### config.mk
export PLATFORM = sky130hd
export DESIGN_NAME = mbx_sequencer
export DESIGN_NICKNAME = d
export VERILOG_FILES = /design/src/rtl/mbx_pkg.sv /design/src/rtl/mbx_datapath.sv /design/src/rtl/mbx_control.sv /design/src/rtl/mbx_sequencer.sv
export SDC_FILE = /design/constraint.sdc
export NUM_CORES = 1
export LEC_CHECK = 0
export ABC_AREA = 1
export BUFFER_PORTS_ARGS = -buffer_cell sky130_fd_sc_hd__buf_4
export CAP_MARGIN = 0
export CORE_MARGIN = 4
export CORE_UTILIZATION = 50
export DETAILED_ROUTE_END_ITERATION = 8
export PLACE_DENSITY_LB_ADDON = 0.15
export SLEW_MARGIN = 40
export SYNTH_ARGS = -nofsm -noshare
export SYNTH_HDL_FRONTEND = slang
export SYNTH_HIERARCHICAL = 1
export SYNTH_SLANG_ARGS = --single-unit
### constraint.sdc
create_clock -name clk -period 3.7 [get_ports clk]
set_input_delay 0.74 -clock clk [delete_from_list [all_inputs] [get_ports clk]]
set_output_delay 0.74 -clock clk [all_outputs]
set_load 0.005 [all_outputs]
### src/rtl/mbx_pkg.sv
package mbx_pkg;
  typedef enum logic [1:0] {
    MBX_OK      = 2'd0,
    MBX_DEAD    = 2'd1,
    MBX_FAIL    = 2'd2,
    MBX_TIMEOUT = 2'd3
  } mbxStatus_e;

  typedef enum logic [2:0] {
    SEL_INDEX, SEL_DATA, SEL_RSP, SEL_ARG, SEL_MSG
  } busSel_e;

  // strobes from control to datapath
  typedef struct packed {
    logic    load;
    logic    capRead;
    logic    cntClr;
    logic    cntInc;
    busSel_e sel;
  } dpCtl_t;
endpackage

### src/rtl/mbx_datapath.sv
module mbx_datapath
  import mbx_pkg::*;
#(
  parameter int          ID_W       = 16,
  parameter int          DATA_W     = 32,
  parameter int          ADDR_W     = 32,
  parameter int          TMO_W      = 16,
  parameter int          ALIVE_BIT  = 0,
  parameter logic [DATA_W-1:0] OK_CODE   = 1,
  parameter logic [DATA_W-1:0] LIVE_BASE = 32'h03B0_0000,
  parameter logic [DATA_W-1:0] LIVE_OFS  = 32'h0301_0028,
  parameter logic [ADDR_W-1:0] IDX_ADDR  = 32'h0000_0038,
  parameter logic [ADDR_W-1:0] DATA_ADDR = 32'h0000_003C,
  parameter logic [ADDR_W-1:0] MSG_ADDR  = 32'h0003_B108,
  parameter logic [ADDR_W-1:0] ARG_ADDR  = 32'h0003_B148,
  parameter logic [ADDR_W-1:0] RSP_ADDR  = 32'h0003_B168
) (
  input  logic              clk,
  input  logic              rstN,
  input  dpCtl_t            ctl,
  input  logic [ID_W-1:0]   reqMsgId,
  input  logic [DATA_W-1:0] reqParam,
  input  logic              reqHasParam,
  input  logic [TMO_W-1:0]  tmoLimit,
  input  logic [DATA_W-1:0] busRdata,
  output logic [ADDR_W-1:0] busAddr,
  output logic [DATA_W-1:0] busWdata,
  output logic              hasParam,
  output logic              aliveOk,
  output logic              rdZero,
  output logic              rdIsOk,
  output logic              tmoHit,
  output logic [DATA_W-1:0] resData
);
  localparam logic [DATA_W-1:0] LIVE_INDEX = LIVE_BASE | LIVE_OFS;

  logic [ID_W-1:0]   msgIdQ;
  logic [DATA_W-1:0] paramQ;
  logic              hasParamQ;
  logic [TMO_W-1:0]  zeroCnt;

  always_ff @(posedge clk) begin
    if (!rstN) begin
      msgIdQ    <= '0;
      paramQ    <= '0;
      hasParamQ <= 1'b0;
      zeroCnt   <= '0;
      resData   <= '0;
    end else begin
      if (ctl.load) begin
        msgIdQ    <= reqMsgId;
        paramQ    <= reqParam;
        hasParamQ <= reqHasParam;
      end
      if (ctl.cntClr)      zeroCnt <= '0;
      else if (ctl.cntInc) zeroCnt <= zeroCnt + 1'b1;
      if (ctl.capRead)     resData <= busRdata;
    end
  end

  always_comb begin
    busAddr  = RSP_ADDR;
    busWdata = '0;
    unique case (ctl.sel)
      SEL_INDEX: begin busAddr = IDX_ADDR; busWdata = LIVE_INDEX; end
      SEL_DATA:  busAddr = DATA_ADDR;
      SEL_ARG:   begin busAddr = ARG_ADDR; busWdata = paramQ; end
      SEL_MSG:   begin busAddr = MSG_ADDR;
                       busWdata = {{(DATA_W-ID_W){1'b0}}, msgIdQ}; end
      default:   busAddr = RSP_ADDR;
    endcase
  end

  assign hasParam = hasParamQ;
  assign aliveOk  = busRdata[ALIVE_BIT];
  assign rdZero   = (busRdata == '0);
  assign rdIsOk   = (busRdata == OK_CODE);
  // a limit of 0 gives up after the first zero read, like a limit of 1
  assign tmoHit   = ({1'b0, zeroCnt} + 1'b1) >= {1'b0, tmoLimit};
endmodule

### src/rtl/mbx_control.sv
module mbx_control
  import mbx_pkg::*;
(
  input  logic       clk,
  input  logic       rstN,
  input  logic       reqValid,
  input  logic       busAck,
  input  logic       hasParam,
  input  logic       aliveOk,
  input  logic       rdZero,
  input  logic       rdIsOk,
  input  logic       tmoHit,
  output logic       reqReady,
  output logic       busReq,
  output logic       busWe,
  output logic       doneValid,
  output logic [1:0] doneStatus,
  output dpCtl_t     ctl
);
  typedef enum logic [3:0] {
    S_IDLE, S_INDEX, S_ALIVE, S_DRAIN, S_CLEAR,
    S_ARG, S_MSG, S_POLL, S_FETCH, S_DONE
  } state_e;

  state_e     state, nxt;
  mbxStatus_e status, statusNxt;

  always_ff @(posedge clk) begin
    if (!rstN) begin
      state  <= S_IDLE;
      status <= MBX_OK;
    end else begin
      state  <= nxt;
      status <= statusNxt;
    end
  end

  always_comb begin
    nxt       = state;
    statusNxt = status;
    ctl       = '0;
    ctl.sel   = SEL_RSP;
    busReq    = 1'b0;
    busWe     = 1'b0;
    unique case (state)
      S_IDLE: if (reqValid) begin ctl.load = 1'b1; nxt = S_INDEX; end
      S_INDEX: begin
        busReq = 1'b1; busWe = 1'b1; ctl.sel = SEL_INDEX;
        if (busAck) nxt = S_ALIVE;
      end
      S_ALIVE: begin
        busReq = 1'b1; ctl.sel = SEL_DATA;
        if (busAck) begin
          ctl.capRead = 1'b1;
          if (aliveOk) begin nxt = S_DRAIN; ctl.cntClr = 1'b1; end
          else begin statusNxt = MBX_DEAD; nxt = S_DONE; end
        end
      end
      S_DRAIN: begin
        busReq = 1'b1;
        if (busAck) begin
          ctl.capRead = 1'b1;
          if (!rdZero)     nxt = S_CLEAR;
          else if (tmoHit) begin statusNxt = MBX_TIMEOUT; nxt = S_DONE; end
          else             ctl.cntInc = 1'b1;
        end
      end
      S_CLEAR: begin
        busReq = 1'b1; busWe = 1'b1;
        if (busAck) nxt = hasParam ? S_ARG : S_MSG;
      end
      S_ARG: begin
        busReq = 1'b1; busWe = 1'b1; ctl.sel = SEL_ARG;
        if (busAck) nxt = S_MSG;
      end
      S_MSG: begin
        busReq = 1'b1; busWe = 1'b1; ctl.sel = SEL_MSG;
        if (busAck) begin nxt = S_POLL; ctl.cntClr = 1'b1; end
      end
      S_POLL: begin
        busReq = 1'b1;
        if (busAck) begin
          ctl.capRead = 1'b1;
          if (!rdZero) begin
            if (rdIsOk) nxt = S_FETCH;
            else begin statusNxt = MBX_FAIL; nxt = S_DONE; end
          end else if (tmoHit) begin
            statusNxt = MBX_TIMEOUT; nxt = S_DONE;
          end else ctl.cntInc = 1'b1;
        end
      end
      S_FETCH: begin
        busReq = 1'b1; ctl.sel = SEL_ARG;
        if (busAck) begin
          ctl.capRead = 1'b1; statusNxt = MBX_OK; nxt = S_DONE;
        end
      end
      S_DONE:  nxt = S_IDLE;
      default: nxt = S_IDLE;
    endcase
  end

  assign reqReady   = (state == S_IDLE);
  assign doneValid  = (state == S_DONE);
  assign doneStatus = status;
endmodule

### src/rtl/mbx_sequencer.sv
module mbx_sequencer
  import mbx_pkg::*;
#(
  parameter int          TMO_W      = 16,
  parameter int          ALIVE_BIT  = 0,
  parameter logic [31:0] IDX_ADDR   = 32'h0000_0038,
  parameter logic [31:0] DATA_ADDR  = 32'h0000_003C,
  parameter logic [31:0] MSG_ADDR   = 32'h0003_B108,
  parameter logic [31:0] ARG_ADDR   = 32'h0003_B148,
  parameter logic [31:0] RSP_ADDR   = 32'h0003_B168
) (
  input  logic             clk,
  input  logic             rstN,
  input  logic             reqValid,
  output logic             reqReady,
  input  logic [15:0]      reqMsgId,
  input  logic [31:0]      reqParam,
  input  logic             reqHasParam,
  input  logic [TMO_W-1:0] tmoLimit,
  output logic             busReq,
  output logic             busWe,
  output logic [31:0]      busAddr,
  output logic [31:0]      busWdata,
  input  logic             busAck,
  input  logic [31:0]      busRdata,
  output logic             doneValid,
  output logic [1:0]       doneStatus,
  output logic [31:0]      doneData
);
  dpCtl_t ctl;
  logic hasParam, aliveOk, rdZero, rdIsOk, tmoHit;

  mbx_control ctrl_i (
    .clk(clk), .rstN(rstN), .reqValid(reqValid), .busAck(busAck),
    .hasParam(hasParam), .aliveOk(aliveOk), .rdZero(rdZero),
    .rdIsOk(rdIsOk), .tmoHit(tmoHit), .reqReady(reqReady),
    .busReq(busReq), .busWe(busWe), .doneValid(doneValid),
    .doneStatus(doneStatus), .ctl(ctl)
  );

  mbx_datapath #(
    .ID_W(16), .DATA_W(32), .ADDR_W(32), .TMO_W(TMO_W),
    .ALIVE_BIT(ALIVE_BIT), .IDX_ADDR(IDX_ADDR), .DATA_ADDR(DATA_ADDR),
    .MSG_ADDR(MSG_ADDR), .ARG_ADDR(ARG_ADDR), .RSP_ADDR(RSP_ADDR)
  ) dp_i (
    .clk(clk), .rstN(rstN), .ctl(ctl), .reqMsgId(reqMsgId),
    .reqParam(reqParam), .reqHasParam(reqHasParam), .tmoLimit(tmoLimit),
    .busRdata(busRdata), .busAddr(busAddr), .busWdata(busWdata),
    .hasParam(hasParam), .aliveOk(aliveOk), .rdZero(rdZero),
    .rdIsOk(rdIsOk), .tmoHit(tmoHit), .resData(doneData)
  );
endmodule

==> results.py, run 1 <==
metrics = {
    "cts": {
        "cts_max_level": 3,
        "cts_setup_buffers": 0,
        "cts_clock_pin_slew_for_the_worst_setup_and_hold_paths_ns": 0.09,
        "tritoncts.num_buffers": 9,
        "cts.root.buffer_cell": "clkbuf_8",
        "cts.path.max_buffers": 2,
        "clk-insertion-delay-late_ns": 0.39,
        "cts_hold_buffers": 0,
        "tritoncts_num_sinks": 103,
        "post_cts.resized_instances": 0,
        "tritoncts_clock_tree": "built",
    },
    "floorplan": {
        "core_mm2": 0.01046,
        "pin_count": 203,
        "die_width_um": 112.1,
        "fp.dieArea_mm2": 0.01257,
        "initial_core_util_pct": 51.82,
        "row_count": 37,
        "fp.dieH_um": 112.1,
    },
    "sta": {
        "tightest_slew_ns": 0.6029,
        "finalHoldViolations": 0,
        "maxSlewHeadroom_pct": 59.67,
        "layout_min_cycle_time_ns": 3.335,
        "rsz0062_at_grt": "no",
        "post-route-period-util_pct": 90.15,
        "fin_worst_skew_ns": 0.01702,
        "finalSetupViolations": 0,
        "fmax_mhz": 299.8,
        "final_max_slew_viol_count": 0,
        "fin_setup_tns_ns": 0,
    },
    "grt": {
        "gr-usage-all-layers_pct": 21.96,
        "pin_count_of_the_biggest_net_entering_global_routing": 60,
        "first_global_vias": 4898,
        "global_route_wire_length_before_repair_um": 22880,
        "grt_antenna_before_repair": 0,
        "grt_remaining_overflow": 0,
    },
    "synthesis": {
        "synth_area_in_simple_gates_pct": 28.57,
        "combinational_family_with_the_most_area_after_synthesis": "simple AND/OR/NAND/NOR gates",
        "post_syn_area_mm2": 0.005421,
        "postSynthCellCount": 817,
        "yosys-mux-area-fraction_pct": 0,
        "synth_seq_area_share_pct": 38.03,
        "ys_types": 33,
        "synth-adder-area-share_pct": 3.923,
        "synth.top_cell.area_share_pct": 38.03,
        "syn-mean-instance-area_um2": 6.636,
        "compound_cell_area_share_of_the_yosys_netlist_pct": 15.16,
        "synth_top_cells_by_area": "dfxtp_1, nor2_1, o21ai_0",
        "synth_seq_cells": 103,
        "synth.yosys.warnings": 6,
        "yosys.area_share.xor_xnor_pct": 1.131,
        "netlist.top_cell.by_area": "dfxtp_1",
    },
    "final_layout": {
        "final_cell_mix": "nor2_1, buf_4, nand2_1, dfxtp_1, o21ai_0",
        "num-nets-final": 1091,
        "areaGrowthSynthToFinish_pct": 27.49,
        "fillCellCount": 981,
        "diodes": 0,
        "finalCoreUtilization_pct": 66.06,
        "final_layout_size_suffix_gt1_share_pct": 22.42,
        "area_of_the_multi_input_gates_mm2": 0.002730,
        "final_common_cell": "nor2_1",
        "combined_flip_flop_and_latch_cell_area_mm2": 0.002062,
    },
    "drt": {
        "drt_drc_violations_left": 0,
        "dr.first_iter.drc_count": 413,
        "num_vias": 5436,
        "drt-total-wl_um": 14260,
        "drt_pre_antenna_iters": 5,
        "detail-route-antenna-nets": 0,
        "routed_wire_length_per_instance_um": 12.81,
        "routed_via_density": 4.884,
    },
    "place": {
        "gp_congestion": 0.8455,
        "count_of_input_and_output_buffers": 180,
        "detailed_place_hpwl_um": 10490,
    },
    "status": {
        "status": "completed",
    },
    "critical_path": {
        "worst_setup_path_start_kind": "register",
        "crit_arrival_ns": 2.60,
        "critical_path_peak_fanout": 17,
        "setup.reg_to_reg.worst_slack_ns": 0.60,
        "criticalPathCategory": "reg -> out",
        "crit_required_ns": 2.96,
        "worst_setup_path_end_kind": "output port",
    },
    "job": {
        "max_cap_viol_count": 0,
    },
    "power_and_ir_drop": {
        "static_leakage_nw": 3.604,
        "irDropWorstVdd_uv": 392.9,
        "power-per-cell-area_mw_per_mm2": 598.0,
        "power.total_mw": 4.133,
    },
    "hold_path": {
        "hold_path_class": "reg -> reg",
    },
}
state kept, by name (all words and copies together), names as in the netlist:
register           cells
dp_i/resData          32
dp_i/hasParam          1
ctrl_i/state           4
dp_i/paramQ           32
dp_i/msgIdQ           16
dp_i/zeroCnt          16
ctrl_i/doneStatus      2
power by group:
group / total [mW] / leakage (nW) / internal (mW) / switching (mW)
Combinational: 1.81 / 2.66 / 0.804 / 1.01
Clock: 0.723 / 0.0977 / 0.318 / 0.405
Sequential: 1.60 / 0.843 / 1.43 / 0.168
Total: 4.13 / 3.60 / 2.55 / 1.58
worst max-delay path, cell delays in order (launching register included):
cell and delay (ns):
dfxtp_1 0.41, inv_1 0.06, nor2_1 0.21, nand2_1 0.19, o221ai_1 0.33, nand3_1 0.13
buf_4 0.19, inv_1 0.24, buf_12 0.19, a22o_1 0.15, buf_4 0.11
through the flow:
stage	cell area, um^2	setup WS [ns]	hold slack [ns]	cells
finish	6912	0.3646	0.4590	1113
global route	6912	0.1469	0.4834	1113
CTS	6912	0.3441	0.4614	1113
detailed placement	6719	0.6262	0.4468	1098
global placement	6716	0.7270	0.4437	1098
floorplan	5497	0.8422	0.4294	837
routing by layer:
| layer | track usage, % | part of all wire [%] |
|---|---|---|
| met1 | 27.97 | 43 |
| met2 | 34.60 | 46 |
| met3 | 7.547 | 9.1 |
| met4 | 7.933 | 2.3 |
| met5 | 0 | 0 |
synth_stat cells:
master    instances
nor2_1          217
nand2_1         122
dfxtp_1         103
o21ai_0          97
inv_1            85
a21oi_1          30
buf_4            29
nand3_1          21
clkbuf_1         18
ha_1             17
a22o_1           14
buf_2            13
inv_2             7
nand4_1           7
xor2_1            6
o21ai_1           5
nor2_2            3
nor3_1            3
a211oi_1          2
conb_1            2
nand2_2           2
nor2_4            2
nor4_1            2
a21o_1            1
and2_1            1
and2_2            1
buf_6             1
nand3_2           1
nor3_4            1
o211ai_1          1
o221ai_1          1
or2_2             1
xnor2_1           1
layout make-up:
| cell class | count | share of cell area (%) |
|---|---|---|
| timing repair buffer | 186 | 20.38 |
| multi-input combinational | 581 | 39.50 |
| clock buffer | 10 | 1.846 |
| inverter | 92 | 5.033 |
| tap | 136 | 2.462 |
| clock inverter | 5 | 0.9413 |
| sequential | 103 | 29.83 |
cells by family after synthesis:
group	after synthesis
and+or+nand+nor	384
DFF	103
xor gates and xnor gates	7
adders and majority gates	17
other	2
buffers and inverters	153
AOI/OAI and AO/OA	151
path summary, 6_finish.rpt:
path / from / end / cells past startpoint
setup / recovery: ctrl_i/state[1] / busWdata[1] / 10
hold reg to reg: dp_i/paramQ[26] / dp_i/paramQ[26] / 2
hold / removal: dp_i/paramQ[26] / dp_i/paramQ[26] / 2
setup reg to reg: dp_i/zeroCnt[0] / dp_i/zeroCnt[5] / 23
(Power assumes the default switching activity.)
==> inputs of run 2 (changes only) <==
--- a/config.mk
+++ b/config.mk
@@ -9,9 +9,9 @@
 export BUFFER_PORTS_ARGS = -buffer_cell sky130_fd_sc_hd__buf_4
 export CAP_MARGIN = 0
 export CORE_MARGIN = 4
-export CORE_UTILIZATION = 50
+export CORE_UTILIZATION = 35
 export DETAILED_ROUTE_END_ITERATION = 8
-export PLACE_DENSITY_LB_ADDON = 0.15
+export PLACE_DENSITY = 0.7
 export SLEW_MARGIN = 40
 export SYNTH_ARGS = -nofsm -noshare
 export SYNTH_HDL_FRONTEND = slang
==> run 2 against run 1 <==
Compared with the run above:
- combinational power about the same
- clock power grew 44%
- flip-flop and latch count unchanged
- non-clock buffer count is 1 higher
- largest power group unchanged
- first-iteration DRC count down 30%
- critical endpoint is now busWdata[9]
- setup slack gained 0.089 ns
- highest routed layer unchanged
- via count up 0.85%
- utilization shrank 19 points
- register-to-register slack worse by 0.12 ns
- total power up 7.5%
- routed wire length up 6.7%
- clock skew shrank 0.0092 ns
==> results.py, run 2 (same netlist as run 1, synthesis figures left out) <==
metrics = {
    "drt": {
        "routed_wire_length_per_instance_um": 13.04,
        "detail-route-antenna-nets": 0,
        "dr.first_iter.drc_count": 290,
        "routed_via_density": 4.698,
        "num_vias": 5482,
        "drt_pre_antenna_iters": 4,
        "drt-total-wl_um": 15220,
        "drt_drc_violations_left": 0,
    },
    "floorplan": {
        "initial_core_util_pct": 35.66,
        "fp.dieArea_mm2": 0.01755,
        "row_count": 45,
        "die_width_um": 132.5,
        "core_mm2": 0.01520,
        "fp.dieH_um": 132.5,
        "pin_count": 203,
    },
    "sta": {
        "layout_min_cycle_time_ns": 3.247,
        "tightest_slew_ns": 0.6082,
        "rsz0062_at_grt": "no",
        "finalSetupViolations": 0,
        "finalHoldViolations": 0,
        "final_max_slew_viol_count": 0,
        "hold_ws_ns": 0.4557,
        "maxSlewHeadroom_pct": 59.31,
        "postLayoutSetupSlackWorst_ns": 0.4534,
        "post-route-period-util_pct": 87.75,
        "fmax_mhz": 308.0,
        "fin_worst_skew_ns": 0.007801,
        "fin_setup_tns_ns": 0,
    },
    "final_layout": {
        "fillCellCount": 1581,
        "areaGrowthSynthToFinish_pct": 31.02,
        "layout_top_registers": "dp_i/paramQ x32, dp_i/resData x32",
        "final_common_cell": "nor2_1",
        "num-nets-final": 1092,
        "diodes": 0,
        "final_layout_size_suffix_gt1_share_pct": 22.68,
        "combined_flip_flop_and_latch_cell_area_mm2": 0.002062,
        "area_of_the_multi_input_gates_mm2": 0.002730,
        "finalNonFillerCells": 1167,
        "final_cell_mix": "nor2_1, buf_4, nand2_1, dfxtp_1, o21ai_0",
    },
    "power_and_ir_drop": {
        "irDropWorstVdd_uv": 445.2,
        "power.total_mw": 4.441,
        "static_leakage_nw": 3.668,
        "power-per-cell-area_mw_per_mm2": 625.2,
    },
    "critical_path": {
        "crit_arrival_ns": 2.51,
        "worst_setup_path_start_kind": "register",
        "worst_setup_path_end_kind": "output port",
        "criticalPathCategory": "reg -> out",
        "critical_path_peak_fanout": 23,
        "crit_required_ns": 2.96,
    },
    "job": {
        "max_cap_viol_count": 0,
    },
    "cts": {
        "cts_clock_pin_slew_for_the_worst_setup_and_hold_paths_ns": 0.08,
        "post_cts.resized_instances": 0,
        "cts_setup_buffers": 0,
        "cts_max_level": 3,
        "tritoncts.num_buffers": 9,
        "clk-insertion-delay-late_ns": 0.36,
        "tritoncts_num_sinks": 103,
        "cts.root.buffer_cell": "clkbuf_16",
        "tritoncts_clock_tree": "built",
        "cts.path.max_buffers": 2,
        "cts_hold_buffers": 0,
    },
    "place": {
        "count_of_input_and_output_buffers": 180,
        "placedCellCount": 1151,
        "dpl_worst_slack_ns": 0.5177,
        "detailed_place_hpwl_um": 11200,
        "gp_congestion": 0.8496,
    },
    "hold_path": {
        "hold_path_class": "reg -> reg",
    },
    "grt": {
        "gr-usage-all-layers_pct": 17.12,
        "grt_antenna_before_repair": 0,
        "global_route_wire_length_before_repair_um": 25010,
        "grt_remaining_overflow": 0,
        "pin_count_of_the_biggest_net_entering_global_routing": 60,
        "first_global_vias": 5142,
    },
    "status": {
        "status": "completed",
    },
}
==> run 2: cell types whose count changed in the layout (fill, tap and decap cells not counted) <==
cell / previous run / this run
buf_12: 1 / 0
buf_4: 185 / 187
clkbuf_1: 1 / 0
clkbuf_16: 0 / 9
clkbuf_8: 9 / 0
clkinv_2: 0 / 1
clkinv_4: 1 / 0
clkinv_8: 0 / 2
inv_6: 3 / 1
inv_8: 0 / 2
==> run 2: metal layers <==
layer,vias to the layer above,global-route usage [%],wire length (um)
met4,0,5.370,354
met5,-,0,0
met3,24,5.627,1119
li1,2850,-,-
met2,175,28.56,7133
met1,2433,20.98,6611
==> run 2: path summary, 6_finish.rpt <==
path	start	end	depth (start not counted)	slack, ns
setup / recovery	ctrl_i/state[1]	busWdata[9]	11	0.45
hold / removal	dp_i/paramQ[26]	dp_i/paramQ[26]	2	0.46
setup reg to reg	dp_i/zeroCnt[0]	dp_i/zeroCnt[7]	22	0.48
hold reg to reg	dp_i/paramQ[26]	dp_i/paramQ[26]	2	0.46
==> run 2: layout make-up <==
type / instances / share of cell area (%)
inverter: 92 / 4.897
clock buffer: 9 / 3.171
tap: 188 / 3.312
sequential: 103 / 29.03
clock inverter: 7 / 1.392
multi-input combinational: 581 / 38.44
timing repair buffer: 187 / 19.76
==> run 2: where the power goes <==
part	switching [mW]	total [mW]	internal [mW]	leakage (nW)
combinational	1.01	1.80	0.790	2.67
clock	0.494	1.04	0.548	0.159
sequential	0.163	1.60	1.43	0.843
==> run 2: through the flow <==
step                      utilization [%]  cell area [um^2]
after floorplan                         -              5497
after global placement              44.58              6777
after detailed placement            44.59              6779
after CTS                           46.72              7103
after global routing                46.72              7103
final                               46.72              7103
==> run 2: worst max-delay path, cell delays in order, from the launching register on <==
cell and delay, ns:
dfxtp_1 0.40, inv_1 0.06, nor2_1 0.23, nand2_1 0.19
nor2_1 0.21, inv_1 0.14, nand3_1 0.10, buf_4 0.18
inv_1 0.05, buf_4 0.21, a22o_1 0.24, buf_4 0.13
==> inputs of run 3 (changes only) <==
--- a/config.mk
+++ b/config.mk
@@ -10,6 +10,7 @@
 export CAP_MARGIN = 0
 export CORE_MARGIN = 4
 export CORE_UTILIZATION = 35
+export CTS_BUF_LIST = sky130_fd_sc_hd__clkbuf_2
 export DETAILED_ROUTE_END_ITERATION = 8
 export PLACE_DENSITY = 0.7
 export SLEW_MARGIN = 40
==> constraint.sdc (replaced) <==
create_clock -name clk -period 3.65 [get_ports clk]
set_input_delay 0.73 -clock clk [delete_from_list [all_inputs] [get_ports clk]]
set_output_delay 0.73 -clock clk [all_outputs]
set_load 0.005 [all_outputs]
==> run 3 against run 2 <==
Compared with the run above:
- die area did not move
- sequential share of layout area rose by 0.74 points
- total power fell by 9.8%
- clock power fell by 47%
- final area fell by 2.4%
- global-route usage fell by 0.43 points
- sequential power barely moved
- flip-flop and latch count did not move
- worst hold slack got worse by 0.18 ns
- first-iteration DRC count rose by 29%
- largest cell class unchanged
- setup slack got worse by 0.21 ns
- via count rose by 0.29%
==> results.py, run 3 (same netlist as run 1, synthesis figures left out) <==
metrics = {
    "cts": {
        "tritoncts_clock_tree": "built",
        "tritoncts.num_buffers": 9,
        "cts_max_level": 3,
        "cts_clock_pin_slew_for_the_worst_setup_and_hold_paths_ns": 0.32,
        "clk-insertion-delay-late_ns": 0.63,
        "tritoncts_num_sinks": 103,
        "cts.root.buffer_cell": "clkbuf_2",
        "cts.path.max_buffers": 2,
    },
    "floorplan": {
        "row_count": 45,
        "fp.dieArea_mm2": 0.01755,
        "fp.dieH_um": 132.5,
        "initial_core_util_pct": 35.66,
        "die_width_um": 132.5,
        "core_mm2": 0.01520,
        "pin_count": 203,
    },
    "sta": {
        "finalSetupViolations": 0,
        "post-route-period-util_pct": 93.28,
        "final_max_slew_viol_count": 0,
        "tightest_slew_ns": 0.5632,
        "fin_worst_skew_ns": 0.03776,
        "rsz0062_at_grt": "no",
        "finalHoldViolations": 0,
        "postLayoutSetupSlackWorst_ns": 0.2454,
        "fmax_mhz": 293.7,
        "maxSlewHeadroom_pct": 62.45,
        "fin_setup_tns_ns": 0,
        "layout_min_cycle_time_ns": 3.405,
    },
    "power_and_ir_drop": {
        "irDropWorstVdd_uv": 356.2,
        "static_leakage_nw": 3.585,
        "power-per-cell-area_mw_per_mm2": 577.7,
    },
    "drt": {
        "drt_drc_violations_left": 0,
        "routed_wire_length_per_instance_um": 12.84,
        "dr.first_iter.drc_count": 374,
        "routed_via_density": 4.699,
        "drt-total-wl_um": 15030,
        "detail-route-antenna-nets": 0,
        "num_vias": 5498,
        "drt_pre_antenna_iters": 5,
    },
    "critical_path": {
        "crit_required_ns": 2.92,
        "worst_setup_path_end_kind": "output port",
        "worst_setup_path_start_kind": "register",
        "criticalPathCategory": "reg -> out",
        "crit_arrival_ns": 2.67,
        "critical_path_peak_fanout": 23,
    },
    "grt": {
        "pin_count_of_the_biggest_net_entering_global_routing": 60,
        "grt_antenna_before_repair": 1,
        "grt_remaining_overflow": 0,
        "global_route_wire_length_before_repair_um": 24120,
        "gr-usage-all-layers_pct": 16.68,
        "first_global_vias": 4987,
    },
    "final_layout": {
        "finalNonFillerCells": 1170,
        "final_cell_mix": "nor2_1, buf_4, nand2_1, dfxtp_1, o21ai_0",
        "fillCellCount": 1539,
        "areaGrowthSynthToFinish_pct": 27.93,
        "final_layout_size_suffix_gt1_share_pct": 23.55,
        "layout_top_registers": "dp_i/paramQ x32, dp_i/resData x32",
        "num-nets-final": 1094,
        "final_common_cell": "nor2_1",
    },
    "place": {
        "placedCellCount": 1152,
        "dpl_worst_slack_ns": 0.4467,
        "count_of_input_and_output_buffers": 180,
        "detailed_place_hpwl_um": 11090,
        "gp_congestion": 0.8856,
    },
    "job": {
        "max_cap_viol_count": 0,
    },
    "status": {
        "status": "completed",
    },
    "hold_path": {
        "hold_path_class": "in -> reg",
    },
}
## run 3: cell types whose count changed in the layout (fill, tap and decap cells not counted), moves of 2 or more
cell,before,now
clkinv_8,2,0
clkbuf_2,0,10
dfxtp_2,0,2
clkbuf_16,9,0
nor2_2,4,7
dfxtp_1,103,101
nor2_1,216,213
## run 3: layer usage
metal / up-vias / wire, um / GRT usage [%]
met3: 23 / 1265 / 5.894
met5: - / 0 / 0
met4: 0 / 403 / 5.139
li1: 2855 / - / -
met1: 2437 / 6288 / 20.50
met2: 183 / 7071 / 27.51
## run 3: final timing paths
| kind | start | to | slack, ns | depth (start not counted) |
|---|---|---|---|---|
| worst max-delay path | ctrl_i/state[2] | busWdata[10] | 0.25 | 9 |
| worst min-delay path | reqMsgId[5] | dp_i/msgIdQ[5] | 0.28 | 3 |
| worst max register to register | dp_i/zeroCnt[0] | dp_i/zeroCnt[4] | 0.53 | 22 |
| worst min register to register | dp_i/paramQ[29] | dp_i/paramQ[29] | 0.48 | 2 |
## run 3: area by class of cell
| cell class | count | area [um^2] | area share (%) |
|---|---|---|---|
| clock inverter | 6 | 56.30 | 0.8118 |
| antenna | 1 | 2.502 | 0.03608 |
| timing repair buffer | 189 | 1431 | 20.64 |
| clock buffer | 10 | 50.05 | 0.7216 |
| inverter | 92 | 351.6 | 5.069 |
| tap | 188 | 235.2 | 3.392 |
| multi-input combinational | 581 | 2744 | 39.56 |
| sequential | 103 | 2064 | 29.77 |
## run 3: power by group
part	internal (mW)	leakage, nW	switching (mW)
clock network	0.113	0.0727	0.434
logic	0.810	2.67	1.03
registers	1.45	0.843	0.166
total	2.38	3.59	1.63
## run 3: repair_timing
| action | CTS | global route |
|---|---|---|
| gates resized for setup | 1 | 6 |
| setup endpoints to repair | 1 | 28 |
| hold buffers | 0 | 0 |
| setup buffers | 1 | 0 |
| cloned | 0 | 0 |
## run 3: worst max-delay path, stage by stage (launching register included)
cell and delay (ns):
dfxtp_1 0.62, inv_1 0.21, nor2_2 0.20, inv_1 0.12, nand3_1 0.09, buf_4 0.18, inv_1 0.05, buf_4 0.21
a22o_1 0.24, buf_4 0.14
## run 3: stage by stage
| stage | area [um^2] | hold slack (ns) | util (%) | total power [mW] |
|---|---|---|---|---|
| 4_1_cts | 6917 | 0.2154 | 45.50 | 4.063 |
| 2_1_floorplan | 5497 | 0.4294 | - | 2.683 |
| 5_1_grt | 6935 | 0.1982 | 45.62 | 4.387 |
| 3_5_place_dp | 6787 | 0.4502 | 44.64 | 3.494 |
| 6_report | 6935 | 0.2798 | 45.62 | 4.006 |
| 3_3_place_gp | 6784 | 0.4407 | 44.63 | 3.478 |
